## src/rtl/spi3_pkg.sv

```systemverilog
`timescale 1ns/1ps
package spi3_pkg;
  typedef enum logic [1:0] {
    PH_INSTR = 2'd0,
    PH_DATA  = 2'd1,
    PH_SKIP  = 2'd2
  } phase_t;

  localparam int LEN_W      = 2;
  localparam logic [LEN_W-1:0] LEN_STREAM = 2'b11;
endpackage

```

## src/rtl/spi3_sync.sv

```systemverilog
`timescale 1ns/1ps
module spi3_sync #(
  parameter int WIDTH = 3,
  parameter int STAGES = 2,
  parameter logic [WIDTH-1:0] RST_VAL = '0
) (
  input  logic             clk,
  input  logic             rst,
  input  logic [WIDTH-1:0] d,
  output logic [WIDTH-1:0] q
);
  logic [STAGES-1:0][WIDTH-1:0] stg;

  always_ff @(posedge clk) begin
    if (rst) begin
      for (int i = 0; i < STAGES; i++) stg[i] <= RST_VAL;
    end else begin
      stg[0] <= d;
      for (int i = 1; i < STAGES; i++) stg[i] <= stg[i-1];
    end
  end

  assign q = stg[STAGES-1];
endmodule

```

## src/rtl/spi3_frame.sv

```systemverilog
`timescale 1ns/1ps
module spi3_frame
  import spi3_pkg::*;
#(
  parameter int ADDR_W = 13,
  parameter int DATA_W = 8
) (
  input  logic              clk,
  input  logic              rst,
  input  logic              cs_act,
  input  logic              sck_rise,
  input  logic              sdi,
  output logic [ADDR_W-1:0] reg_addr,
  output logic [DATA_W-1:0] reg_wdata,
  output logic              reg_we,
  output logic              in_data,
  output logic              rd_mode,
  output logic              byte_start
);
  localparam int INSTR_W = ADDR_W + 1 + LEN_W;
  localparam int CNT_W   = $clog2(INSTR_W);
  localparam logic [CNT_W-1:0] INSTR_LAST = CNT_W'(INSTR_W - 1);
  localparam logic [CNT_W-1:0] BYTE_LAST  = CNT_W'(DATA_W - 1);

  logic [INSTR_W-2:0] sh;
  logic [INSTR_W-1:0] word;
  logic [CNT_W-1:0]   bit_cnt;
  logic [LEN_W-1:0]   len_q;
  logic [LEN_W-1:0]   byte_cnt;
  logic               rw_q;
  logic               done_q;
  logic [ADDR_W-1:0]  cur_addr;
  phase_t             phase;

  assign word = {sh, sdi};

  always_ff @(posedge clk) begin
    if (rst) begin
      sh        <= '0;
      bit_cnt   <= '0;
      len_q     <= '0;
      byte_cnt  <= '0;
      rw_q      <= 1'b0;
      done_q    <= 1'b0;
      cur_addr  <= '0;
      reg_wdata <= '0;
      reg_we    <= 1'b0;
      phase     <= PH_INSTR;
    end else begin
      reg_we <= 1'b0;
      done_q <= 1'b0;
      if (done_q) cur_addr <= cur_addr + 1'b1;
      if (!cs_act) begin
        phase   <= PH_INSTR;
        bit_cnt <= '0;
      end else if (sck_rise) begin
        sh <= word[INSTR_W-2:0];
        case (phase)
          PH_INSTR: begin
            if (bit_cnt == INSTR_LAST) begin
              rw_q     <= word[INSTR_W-1];
              len_q    <= word[INSTR_W-2 -: LEN_W];
              cur_addr <= word[ADDR_W-1:0];
              byte_cnt <= '0;
              bit_cnt  <= '0;
              phase    <= PH_DATA;
            end else begin
              bit_cnt <= bit_cnt + 1'b1;
            end
          end
          PH_DATA: begin
            if (bit_cnt == BYTE_LAST) begin
              bit_cnt   <= '0;
              done_q    <= 1'b1;
              reg_we    <= !rw_q;
              reg_wdata <= word[DATA_W-1:0];
              byte_cnt  <= byte_cnt + 1'b1;
              if (len_q != LEN_STREAM && byte_cnt == len_q) phase <= PH_SKIP;
            end else begin
              bit_cnt <= bit_cnt + 1'b1;
            end
          end
          default: ;
        endcase
      end
    end
  end

  assign reg_addr   = cur_addr;
  assign in_data    = (phase == PH_DATA);
  assign rd_mode    = rw_q;
  assign byte_start = (bit_cnt == '0);


  we_pulse_chk: assert property (@(posedge clk) disable iff (rst)
    reg_we |=> !reg_we);


  addr_step_chk: assert property (@(posedge clk) disable iff (rst)
    done_q |=> cur_addr == ADDR_W'($past(cur_addr) + 1'b1));


  cs_idle_chk: assert property (@(posedge clk) disable iff (rst)
    !cs_act |=> !reg_we);


  skip_quiet_chk: assert property (@(posedge clk) disable iff (rst)
    (phase == PH_SKIP && $past(phase) == PH_SKIP) |-> !reg_we);
endmodule

```

## src/rtl/spi3_rdshift.sv

```systemverilog
`timescale 1ns/1ps
module spi3_rdshift #(
  parameter int DATA_W = 8
) (
  input  logic              clk,
  input  logic              rst,
  input  logic              cs_act,
  input  logic              sck_fall,
  input  logic              in_data,
  input  logic              rd_mode,
  input  logic              byte_start,
  input  logic [DATA_W-1:0] rdata,
  output logic              sdo,
  output logic              oe
);
  logic [DATA_W-1:0] sh;

  always_ff @(posedge clk) begin
    if (rst) begin
      sh <= '0;
      oe <= 1'b0;
    end else begin
      oe <= cs_act & in_data & rd_mode;
      if (sck_fall && in_data && rd_mode)
        sh <= byte_start ? rdata : {sh[DATA_W-2:0], 1'b0};
    end
  end

  assign sdo = sh[DATA_W-1];


  oe_read_only_chk: assert property (@(posedge clk) disable iff (rst)
    oe |-> rd_mode);


  oe_release_chk: assert property (@(posedge clk) disable iff (rst)
    !cs_act |=> !oe);
endmodule

```

## src/rtl/spi3_regport.sv

```systemverilog
`timescale 1ns/1ps
module spi3_regport #(
  parameter int ADDR_W = 13,
  parameter int DATA_W = 8,
  parameter int SYNC_STAGES = 2
) (
  input  logic              clk,
  input  logic              rst,
  input  logic              cs_n,
  input  logic              sclk,
  input  logic              sdio_in,
  output logic              sdio_out,
  output logic              sdio_oe,
  output logic [ADDR_W-1:0] reg_addr,
  output logic [DATA_W-1:0] reg_wdata,
  output logic              reg_we,
  input  logic [DATA_W-1:0] reg_rdata
);
  localparam int PIN_N = 3;

  logic [PIN_N-1:0] pins_s;
  logic s_cs_n, s_sck, s_sdi, sck_prev;
  logic sck_rise, sck_fall, cs_act;
  logic in_data, rd_mode, byte_start;

  spi3_sync #(.WIDTH(PIN_N), .STAGES(SYNC_STAGES), .RST_VAL(3'b001)) u_sync (
    .clk(clk), .rst(rst), .d({sdio_in, sclk, cs_n}), .q(pins_s)
  );

  assign s_cs_n = pins_s[0];
  assign s_sck  = pins_s[1];
  assign s_sdi  = pins_s[2];

  always_ff @(posedge clk) begin
    if (rst) sck_prev <= 1'b0;
    else     sck_prev <= s_sck;
  end

  assign sck_rise = s_sck & ~sck_prev;
  assign sck_fall = ~s_sck & sck_prev;
  assign cs_act   = ~s_cs_n;

  spi3_frame #(.ADDR_W(ADDR_W), .DATA_W(DATA_W)) u_frame (
    .clk(clk), .rst(rst), .cs_act(cs_act), .sck_rise(sck_rise), .sdi(s_sdi),
    .reg_addr(reg_addr), .reg_wdata(reg_wdata), .reg_we(reg_we),
    .in_data(in_data), .rd_mode(rd_mode), .byte_start(byte_start)
  );

  spi3_rdshift #(.DATA_W(DATA_W)) u_rd (
    .clk(clk), .rst(rst), .cs_act(cs_act), .sck_fall(sck_fall),
    .in_data(in_data), .rd_mode(rd_mode), .byte_start(byte_start),
    .rdata(reg_rdata), .sdo(sdio_out), .oe(sdio_oe)
  );
endmodule

```

## config.mk

```make
export PLATFORM = sky130hd
export DESIGN_NAME = spi3_regport
export DESIGN_NICKNAME = d
export VERILOG_FILES = /design/src/rtl/spi3_pkg.sv /design/src/rtl/spi3_sync.sv /design/src/rtl/spi3_frame.sv /design/src/rtl/spi3_rdshift.sv /design/src/rtl/spi3_regport.sv
export SDC_FILE = /design/constraint.sdc
export NUM_CORES = 1
export LEC_CHECK = 0
export BUFFER_PORTS_ARGS = -buffer_cell sky130_fd_sc_hd__buf_4
export CORE_MARGIN = 2
export CORE_UTILIZATION = 40
export CTS_CLUSTER_SIZE = 25
export DETAILED_ROUTE_END_ITERATION = 12
export SKIP_CTS_REPAIR_TIMING = 1
export SYNTH_ARGS = -nofsm -noshare
export SYNTH_HDL_FRONTEND = slang
export SYNTH_SLANG_ARGS = --single-unit
```

## constraint.sdc

```tcl
create_clock -name clk -period 2 [get_ports clk]
set_input_delay 0.4 -clock clk [delete_from_list [all_inputs] [get_ports clk]]
set_output_delay 0.4 -clock clk [all_outputs]
set_load 0.01 [all_outputs]
```

==> results of run 1 <==
[registers in the layout (all words and copies together), names as in the netlist, 3 cells and up]
name               count
u_sync.stg             3
u_frame.sh            15
u_frame.reg_wdata      8
u_rd.sh                8
u_frame.reg_addr      13
u_frame.bit_cnt        4
u_sync.q               3
[synthesized netlist by cell type (2+ instances only)]
cell type   n  share of area [%]
a211oi_1    8                2.2
a211oi_2    5                2.3
a21oi_1    19                3.5
a2bb2oi_1   4                1.3
a311oi_1    2               0.65
and3_1      2               0.46
and4_1      3               0.97
buf_1       2               0.28
buf_2       5               0.93
clkbuf_1   13                1.8
dfxtp_1    65                 48
ha_1        3                1.4
inv_1       4               0.56
mux2i_1    16                5.9
nand2_1    30                4.2
nand2b_1    2               0.46
nand3_1     3               0.56
nand4_1     7                1.6
nor2_1     44                6.1
nor2b_1     8                1.9
nor3_1      4               0.74
nor3b_1     2               0.56
o21a_1      8                2.2
o21ai_0     3               0.56
o22a_1      3               0.97
or2_2       3               0.69
xnor2_1     7                2.3
xor2_1      8                2.6
[how the worst min path moves through the flow]
stage,slack (ns),start,to,cells past startpoint
after floorplan,0.39,u_sync.stg[0],u_sync.q[0],1
after global placement,0.42,u_sync.stg[2],u_sync.q[2],1
after detailed placement,0.43,u_sync.stg[0],u_sync.q[0],1
after CTS,0.22,cs_n,u_sync.stg[0],2
after global routing,0.22,cs_n,u_sync.stg[0],2
final,0.24,cs_n,u_sync.stg[0],2
[final cells by class]
cell class | instances | area [um^2] | area share, %
Clock buffer | 10 | 138 | 4.16
Timing Repair Buffer | 49 | 368 | 11.1
Multi-Input combinational cell | 206 | 1300 | 39.3
Clock inverter | 6 | 90.1 | 2.72
Inverter | 4 | 15.0 | 0.454
Sequential cell | 65 | 1300 | 39.3
Tap cell | 77 | 96.3 | 2.91
[report_power, final]
| part | switching [mW] | internal [mW] |
|---|---|---|
| Clock | 0.516 | 0.740 |
| Sequential | 0.00407 | 1.30 |
| Combinational | 0.0393 | 0.0364 |
| Total | 0.559 | 2.08 |
[per-layer routing]
layer / share of wire, % / vias to the layer above / global-route usage (%) / routed length [um]
met3: 5.0 / 6 / 6.48 / 272
met1: 50 / 961 / 20.8 / 2720
li1: - / 1100 / - / -
met4: 1.2 / 0 / 5.11 / 65
met5: 0 / - / 0 / 0
met2: 44 / 48 / 25.2 / 2420
[per-stage QoR]
step | util [%] | cell area [um^2]
floorplan | - | 2700
global placement | 47.7 | 3080
detailed placement | 47.7 | 3080
CTS | 51.2 | 3310
global route | 51.2 | 3310
finish | 51.2 | 3310
[layout by cell type, fill, tap and decap left out, drive strengths merged, types with 2 or more instances in the layout]
cell type | netlist | routed
o22a | 3 | 3
buf | 8 | 49
nand2 | 30 | 30
clkinv | 0 | 2
dfxtp | 65 | 65
a2bb2oi | 4 | 4
nand3 | 3 | 3
nor2b | 8 | 8
bufinv | 0 | 2
xnor2 | 7 | 7
ha | 3 | 3
o21a | 8 | 8
and3 | 2 | 2
nand4 | 7 | 7
or2 | 3 | 3
xor2 | 8 | 8
nor3b | 2 | 2
nor2 | 44 | 44
inv | 4 | 5
a211oi | 13 | 13
o21ai | 3 | 3
mux2i | 16 | 16
a21oi | 19 | 19
nor4 | 2 | 2
a311oi | 2 | 2
nand2b | 2 | 2
clkbuf | 13 | 10
and4 | 3 | 3
nor3 | 4 | 4
[critical path, stage by stage, from the launching register on]
cell and delay, ns:
dfxtp_1 0.37, or3b_1 0.42, or4_1 0.52, buf_4 0.22
nor2_1 0.16, a211oi_2 0.06
[kinds of logic after synthesis]
logic type / after synthesis / synth area share (%)
compound gates: 55 / 14.5
xor+xnor: 15 / 4.86
fa+ha+maj: 3 / 1.39
flops: 65 / 48.2
simple gates: 117 / 21.1
buf+inv: 25 / 3.98
mux: 16 / 5.93
==> flow_metrics.tcl, run 1 <==
set metrics [dict create \
    hold_viol 0 \
    tritoncts "done" \
    grt_overflow 0 \
    numPortBuffers 36 \
    grtUsageTotal_pct 16.2 \
    pre_cts_slack_ns 0.140 \
    clk_pin_slew_ns 0.07 \
    fp.dieH_um 86.2 \
    hold_slack_ns 0.239 \
    hp-class "in2reg" \
    place_inst 401 \
    routabilityCongestion 0.743 \
    grt_pass1_vias 1982 \
    slew_headroom_pct 70.3 \
    htree_num_levels 3 \
    rows 29 \
    cts_root_buf "clkbuf_8" \
    synth.cell_area_um2 2700 \
    syn_avg_cell_area_um2 9.13 \
    routed_wl_um 5480 \
    critPathRequiredTime_ns 2.21 \
    clock_latency_ns 0.34 \
    async_flop_share_pct 0 \
    status "complete, no violations" \
    rr_worst_depth 5 \
    synthCells 296 \
    worstPathMaxFanout 18 \
    cts_buffer_depth 2 \
    rsz0062_at_grt "false" \
    worstSetupStartpointType "flip-flop" \
    clock-skew-final_ns 0.00772 \
    synth-main-ff-cell "dfxtp_1" \
    synth_seq_cells 65 \
    start_util_pct 41.8 \
    fill_cells 623 \
    cts_buffers 9 \
    period_share_pct 94.0 \
    synth_edf_count 0 \
    nNetsFinal 351 \
    coreArea_um2 6460 \
    grt_pass1_wl_um 9380 \
    drive_above_1_share_pct 22.1 \
    yosysUniqueCellTypes 41 \
    drtAntennaViolNets 0 \
    ff2ff_setup_slack_ns 0.12 \
    drtPass1Iterations 5 \
    grt_max_degree 40 \
    drtIter0Drc 75 \
    crit_type "reg2reg" \
    ys_seq_area_share_pct 48.2 \
    cellLeakagePower_nw 1.32 \
    finalPower_mw 2.64 \
    post_drt_wl_per_cell_um 13.1 \
    layout_setup_ws_ns 0.119 \
    crit_path_end_kind "flip-flop" \
    dr_total_vias 2115 \
    maxCapViolations 0 \
    yosysWarnings 0 \
    die_area_um2 7430 \
    slew_violations 0 \
    diodes 0 \
    setup-tns-final_ns 0 \
    setup_violations 0 \
    max_freq_mhz 532 \
    antenna_found_initial 0 \
    instances_no_fill 417 \
    fp.dieW_um 86.2 \
    reg2reg_to "u_frame.reg_addr[7]" \
    powerDensity_nw_per_um2 797 \
    area_delta_synth_final_pct 22.4 \
    arrival_ns 2.09 \
    endpoint "u_frame.reg_addr[7]" \
    reg2reg_from "u_sync.q[1]" \
    viasPerCell 5.07 \
    crit_start "u_sync.q[1]" \
    min_period_ns 1.88 \
    ir_worst_vdd_v 0.000592 \
    tightestPinTransition_ns 0.444 \
    numClockSinks 65 \
    drcViolationCount 0 \
    syn_nets 312 \
    ios 37 \
    place_hpwl_um 3790 \
]
No activity file was read; power rests on OpenSTA's default activity.
==> run 2: changes to the inputs <==
--- a/config.mk
+++ b/config.mk
@@ -13,4 +13,5 @@
 export SKIP_CTS_REPAIR_TIMING = 1
 export SYNTH_ARGS = -nofsm -noshare
 export SYNTH_HDL_FRONTEND = slang
+export SYNTH_HIERARCHICAL = 1
 export SYNTH_SLANG_ARGS = --single-unit
==> run 2 against run 1 <==
Setup slack gained 0.18 ns. Synthesized cell count increased by 2.4%. Sequential cell count stayed put. Register-to-register slack gained 0.18 ns. Core utilization down 2.2 points. Critical endpoint is now u_frame/reg_addr[9]. Largest power group unchanged.
==> flow_metrics.tcl, run 2 <==
set metrics [dict create \
    min_from "cs_n" \
    drive_above_1_share_pct 21.2 \
    area_delta_synth_final_pct 18.9 \
    clock_latency_ns 0.34 \
    critPathRequiredTime_ns 2.24 \
    largest_register_ffs 15 \
    place_inst 403 \
    cts_buffers 9 \
    drtAntennaViolNets 0 \
    hp-class "in2reg" \
    synth_common_cells "dfxtp_1 (65), nand2_1 (39), nor2_1 (30)" \
    max_stage_delay_ns 0.64 \
    routabilityCongestion 0.795 \
    rows 30 \
    fp.dieH_um 87.5 \
    routed_wl_um 5430 \
    yosysWarnings 6 \
    start_util_pct 41.2 \
    ys_seq_area_share_pct 46.7 \
    synth-main-ff-cell "dfxtp_1" \
    synthCells 303 \
    crit_type "reg2reg" \
    cellLeakagePower_nw 1.27 \
    clock-skew-final_ns 0.0126 \
    synth_seq_cells 65 \
    ios 37 \
    reg2reg_to "u_frame/reg_addr[9]" \
    rr_worst_depth 4 \
    cts_root_buf "clkbuf_8" \
    yosysTopAreaCell "dfxtp_1" \
    worstSetupStartpointType "flip-flop" \
    numPortBuffers 36 \
    numClockSinks 65 \
    grt_pass1_vias 1932 \
    ff2ff_setup_slack_ns 0.30 \
    setup_violations 0 \
    layout_common_cells "dfxtp_1 (65), buf_4 (44), nand2_1 (39)" \
    max_freq_mhz 587 \
    ys_top_cells_by_area "dfxtp_1 (47%), mux2i_1 (6.5%), nand2_1 (5.3%), nor2_1 (4.0%), a21oi_1 (3.6%)" \
    nNetsFinal 350 \
    mostFrequentLayoutCell "dfxtp_1" \
    syn_avg_cell_area_um2 9.20 \
    status "complete, no violations" \
    hold_depth 2 \
    rsz0062_at_grt "false" \
    yosysUniqueCellTypes 39 \
    htree_num_levels 3 \
    drtIter0Drc 102 \
    synth.cell_area_um2 2790 \
    crit_buf_inv 0 \
    cts_buffer_depth 2 \
    reg2reg_from "u_frame/bit_cnt[0]" \
    crit_chain "ha_1 > nand2_2 > or4_4 > a221oi_1" \
    grt_max_degree 37 \
    min_period_ns 1.70 \
    instances_no_fill 419 \
    pre_cts_slack_ns 0.301 \
    viasPerCell 5.07 \
    cp_top_family "simple AND/OR/NAND/NOR gates" \
    coreArea_um2 6760 \
    fp.dieW_um 87.5 \
    post_drt_wl_per_cell_um 12.9 \
    setup-tns-final_ns 0 \
    critPathSlowestCell "or4_4" \
    cp.depth 4 \
    die_area_um2 7650 \
    antenna_found_initial 0 \
    regMostFlops "u_frame/sh" \
    hold_path_end "u_sync/stg[0]" \
    grt_pass1_wl_um 8980 \
    synth_top_area_share_pct 46.7 \
    slew_violations 0 \
    tightestPinTransition_ns 0.394 \
    layout_setup_ws_ns 0.296 \
    dr_total_vias 2123 \
    async_flop_share_pct 0 \
    grtUsageTotal_pct 15.1 \
    slew_headroom_pct 73.7 \
    worstPathMaxFanout 25 \
    hold_viol 0 \
    arrival_ns 1.95 \
    synth_edf_count 0 \
    ir_worst_vdd_v 0.000336 \
    maxCapViolations 0 \
    diodes 0 \
    period_share_pct 85.2 \
    drtPass1Iterations 4 \
    powerDensity_nw_per_um2 804 \
    tritoncts "done" \
    yosysMostFrequentCell "dfxtp_1" \
    clk_pin_slew_ns 0.07 \
    grt_overflow 0 \
    place_hpwl_um 3680 \
    crit_path_end_kind "flip-flop" \
    syn_nets 319 \
    drcViolationCount 0 \
]
-- run 2: changes by cell type after synthesis, moves of 5 or more --
cell	change
nand2_1	+9
nor2_1	-14
a31oi_1	+6
nor4_1	+5
o21a_1	-6
-- run 2: worst register-to-register path: stages, from the launching register on --
cell,delay (ns)
dfxtp_1,0.38
ha_1,0.23
nand2_2,0.07
or4_4,0.64
a221oi_1,0.31
-- run 2: worst max path at each step --
| stage | to | slack [ns] | from |
|---|---|---|---|
| 4_1_cts | u_frame/reg_addr[9] | 0.29 | u_frame/bit_cnt[0] |
| 3_3_place_gp | u_frame/reg_addr[9] | 0.34 | u_frame/bit_cnt[0] |
| 6_report | u_frame/reg_addr[9] | 0.30 | u_frame/bit_cnt[0] |
| 3_5_place_dp | u_frame/reg_addr[9] | 0.30 | u_frame/bit_cnt[0] |
| 2_1_floorplan | u_frame/reg_addr[10] | 0.30 | u_sync/q[1] |
| 5_1_grt | u_frame/reg_addr[12] | 0.10 | u_frame/bit_cnt[0] |
-- run 2: cells by family after synthesis --
family,share of synthesized area [%]
adders and majority gates,1.35
muxes,6.47
xor gates and xnor gates,5.34
and+or+nand+nor,20.8
DFF,46.7
AOI/OAI and AO/OA,13.2
buffers and inverters,6.15
-- run 2: cell type report --
cell class                 instances  area (um^2)
timing repair buffer              44          330
fill                             675         3440
sequential                        65         1300
clock inverter                     4         73.8
clock buffer                      12          165
multi-input combinational        208         1320
tap                               80          100
inverter                           6         22.5
-- run 2: stage by stage --
stage	area (um^2)	hold slack [ns]	utilization (%)	total power [mW]
finish	3310	0.240	49.0	2.66
global route	3310	0.244	49.0	2.75
CTS	3310	0.228	49.0	2.70
detailed placement	3070	0.396	45.5	1.40
global placement	3070	0.390	45.5	1.40
floorplan	2790	0.383	-	1.37
-- run 2: power by group --
part           leakage, nW  total, mW  switching (mW)  internal [mW]
Clock                0.123       1.30           0.493          0.804
Combinational        0.625     0.0645          0.0358         0.0287
Sequential           0.525       1.30         0.00283           1.30
-- run 2: metal layers --
metal  global-route usage [%]  wire (um)
met5                        0          0
met4                     8.39         68
met3                     2.65        220
met2                     20.7       2220
met1                     22.2       2920
==> run 3: changes to the inputs <==
--- a/config.mk
+++ b/config.mk
@@ -7,9 +7,10 @@
 export LEC_CHECK = 0
 export BUFFER_PORTS_ARGS = -buffer_cell sky130_fd_sc_hd__buf_4
 export CORE_MARGIN = 2
-export CORE_UTILIZATION = 40
+export CORE_UTILIZATION = 57
 export CTS_CLUSTER_SIZE = 25
 export DETAILED_ROUTE_END_ITERATION = 12
+export PLACE_DENSITY = 0.79
 export SKIP_CTS_REPAIR_TIMING = 1
 export SYNTH_ARGS = -nofsm -noshare
 export SYNTH_HDL_FRONTEND = slang
==> run 3 against run 2 <==
Non-clock buffer count stayed put. Clock skew shrank 0.0051 ns. Final area grew 0.30%.
==> flow_metrics.tcl, run 3 (same netlist as run 2, synthesis figures left out) <==
set metrics [dict create \
    tightestPinTransition_ns 0.582 \
    dr_total_vias 2168 \
    slew_violations 0 \
    grt_max_degree 26 \
    numClockSinks 65 \
    drive_above_1_share_pct 21.0 \
    tritoncts "done" \
    clk_pin_slew_ns 0.07 \
    cts_buffer_depth 2 \
    setup-tns-final_ns 0 \
    cts_root_buf "clkbuf_8" \
    largest_register_ffs 15 \
    grtUsageTotal_pct 21.8 \
    viasPerCell 5.35 \
    crit_path_end_kind "flip-flop" \
    fin_area_um2 3320 \
    drtAntennaViolNets 0 \
    routabilityCongestion 0.812 \
    routed_wl_um 5380 \
    drtIter0Drc 183 \
    status "complete, no violations" \
    numPortBuffers 36 \
    maxCapViolations 0 \
    worstSetupStartpointType "flip-flop" \
    rsz0062_at_grt "false" \
    place_area_um2 3060 \
    place_hpwl_um 3590 \
    htree_num_levels 3 \
    fp.dieH_um 73.9 \
    ios 37 \
    grt_pass1_wl_um 8930 \
    setup_violations 0 \
    powerDensity_nw_per_um2 855 \
    nNetsFinal 350 \
    hold_viol 0 \
    diodes 0 \
    regMostFlops "u_frame/sh" \
    drcViolationCount 0 \
    arrival_ns 1.98 \
    multiInputGateArea_um2 1320 \
    drtPass1Iterations 4 \
    min_period_ns 1.74 \
    layout_setup_ws_ns 0.260 \
    seqCellArea_um2 1300 \
    grt_pass1_vias 1933 \
    ir_worst_vdd_v 0.000486 \
    clock-skew-final_ns 0.00750 \
    area_delta_synth_final_pct 19.3 \
    fill_cells 388 \
    slew_headroom_pct 61.2 \
    hp-class "in2reg" \
    critPathRequiredTime_ns 2.24 \
    start_util_pct 59.0 \
    worstPathMaxFanout 25 \
    hold_depth 2 \
    rows 25 \
    max_freq_mhz 575 \
    coreArea_um2 4720 \
    antenna_found_initial 0 \
    fp.dieW_um 73.9 \
    pre_cts_slack_ns 0.264 \
    layout_common_cells "dfxtp_1 (65), buf_4 (44), nand2_1 (39)" \
    period_share_pct 87.0 \
    rr_worst_depth 4 \
    crit_type "reg2reg" \
    mostFrequentLayoutCell "dfxtp_1" \
    die_area_um2 5460 \
    grt_overflow 0 \
    cts_buffers 9 \
    post_drt_wl_per_cell_um 13.3 \
    clock_latency_ns 0.34 \
    cellLeakagePower_nw 1.28 \
]
==> run 3: cell types whose count changed in the layout (fill, tap and decap cells not counted), sizes merged <==
cell | previous run | this run
clkbuf | 12 | 10
clkinv | 2 | 0
clkinvlp | 0 | 1
bufinv | 2 | 4
==> run 3: power breakdown <==
part	total, mW	internal, mW	switching (mW)	leakage (nW)
clock	1.47	0.981	0.492	0.129
sequential	1.30	1.30	0.00267	0.525
combinational	0.0659	0.0297	0.0361	0.624
total	2.84	2.31	0.531	1.28
==> run 3: final timing paths <==
check | slack [ns] | startpoint | to
worst max-delay path | 0.26 | u_frame/bit_cnt[0] | u_frame/reg_addr[10]
worst min register to register | 0.42 | u_sync/stg[0] | u_sync/q[0]
worst min-delay path | 0.24 | cs_n | u_sync/stg[0]
worst max register to register | 0.26 | u_frame/bit_cnt[0] | u_frame/reg_addr[10]
==> run 3: cell type report <==
cell class | instances | share of cell area (%)
timing repair buffer | 44 | 9.94
inverter | 6 | 0.678
multi-input combinational | 208 | 39.7
sequential | 65 | 39.2
tap | 67 | 2.52
clock inverter | 5 | 3.84
clock buffer | 10 | 4.14
==> run 3: per-layer routing <==
layer	track usage, %	share of wire (%)	wire (um)	vias up
met5	0	0	0	-
met4	11.5	2.2	121	0
met3	4.53	5.7	308	11
met2	30.5	42	2280	66
met1	31.4	50	2670	985
li1	-	-	-	1106
==> run 3: worst max-delay path, stage by stage (launching register included) <==
cell and delay [ns]:
dfxtp_1 0.39, ha_1 0.22, nand2_2 0.07, or4_4 0.64, a221oi_1 0.32
==> run 3: through the flow <==
step | total power, mW | std cells | util [%] | hold slack, ns
after floorplan | 1.37 | 303 | - | 0.383
after global placement | 1.40 | 390 | 64.7 | 0.388
after detailed placement | 1.40 | 390 | 64.7 | 0.408
after CTS | 2.86 | 405 | 70.4 | 0.228
after global routing | 2.92 | 405 | 70.4 | 0.233
final | 2.84 | 405 | 70.4 | 0.242
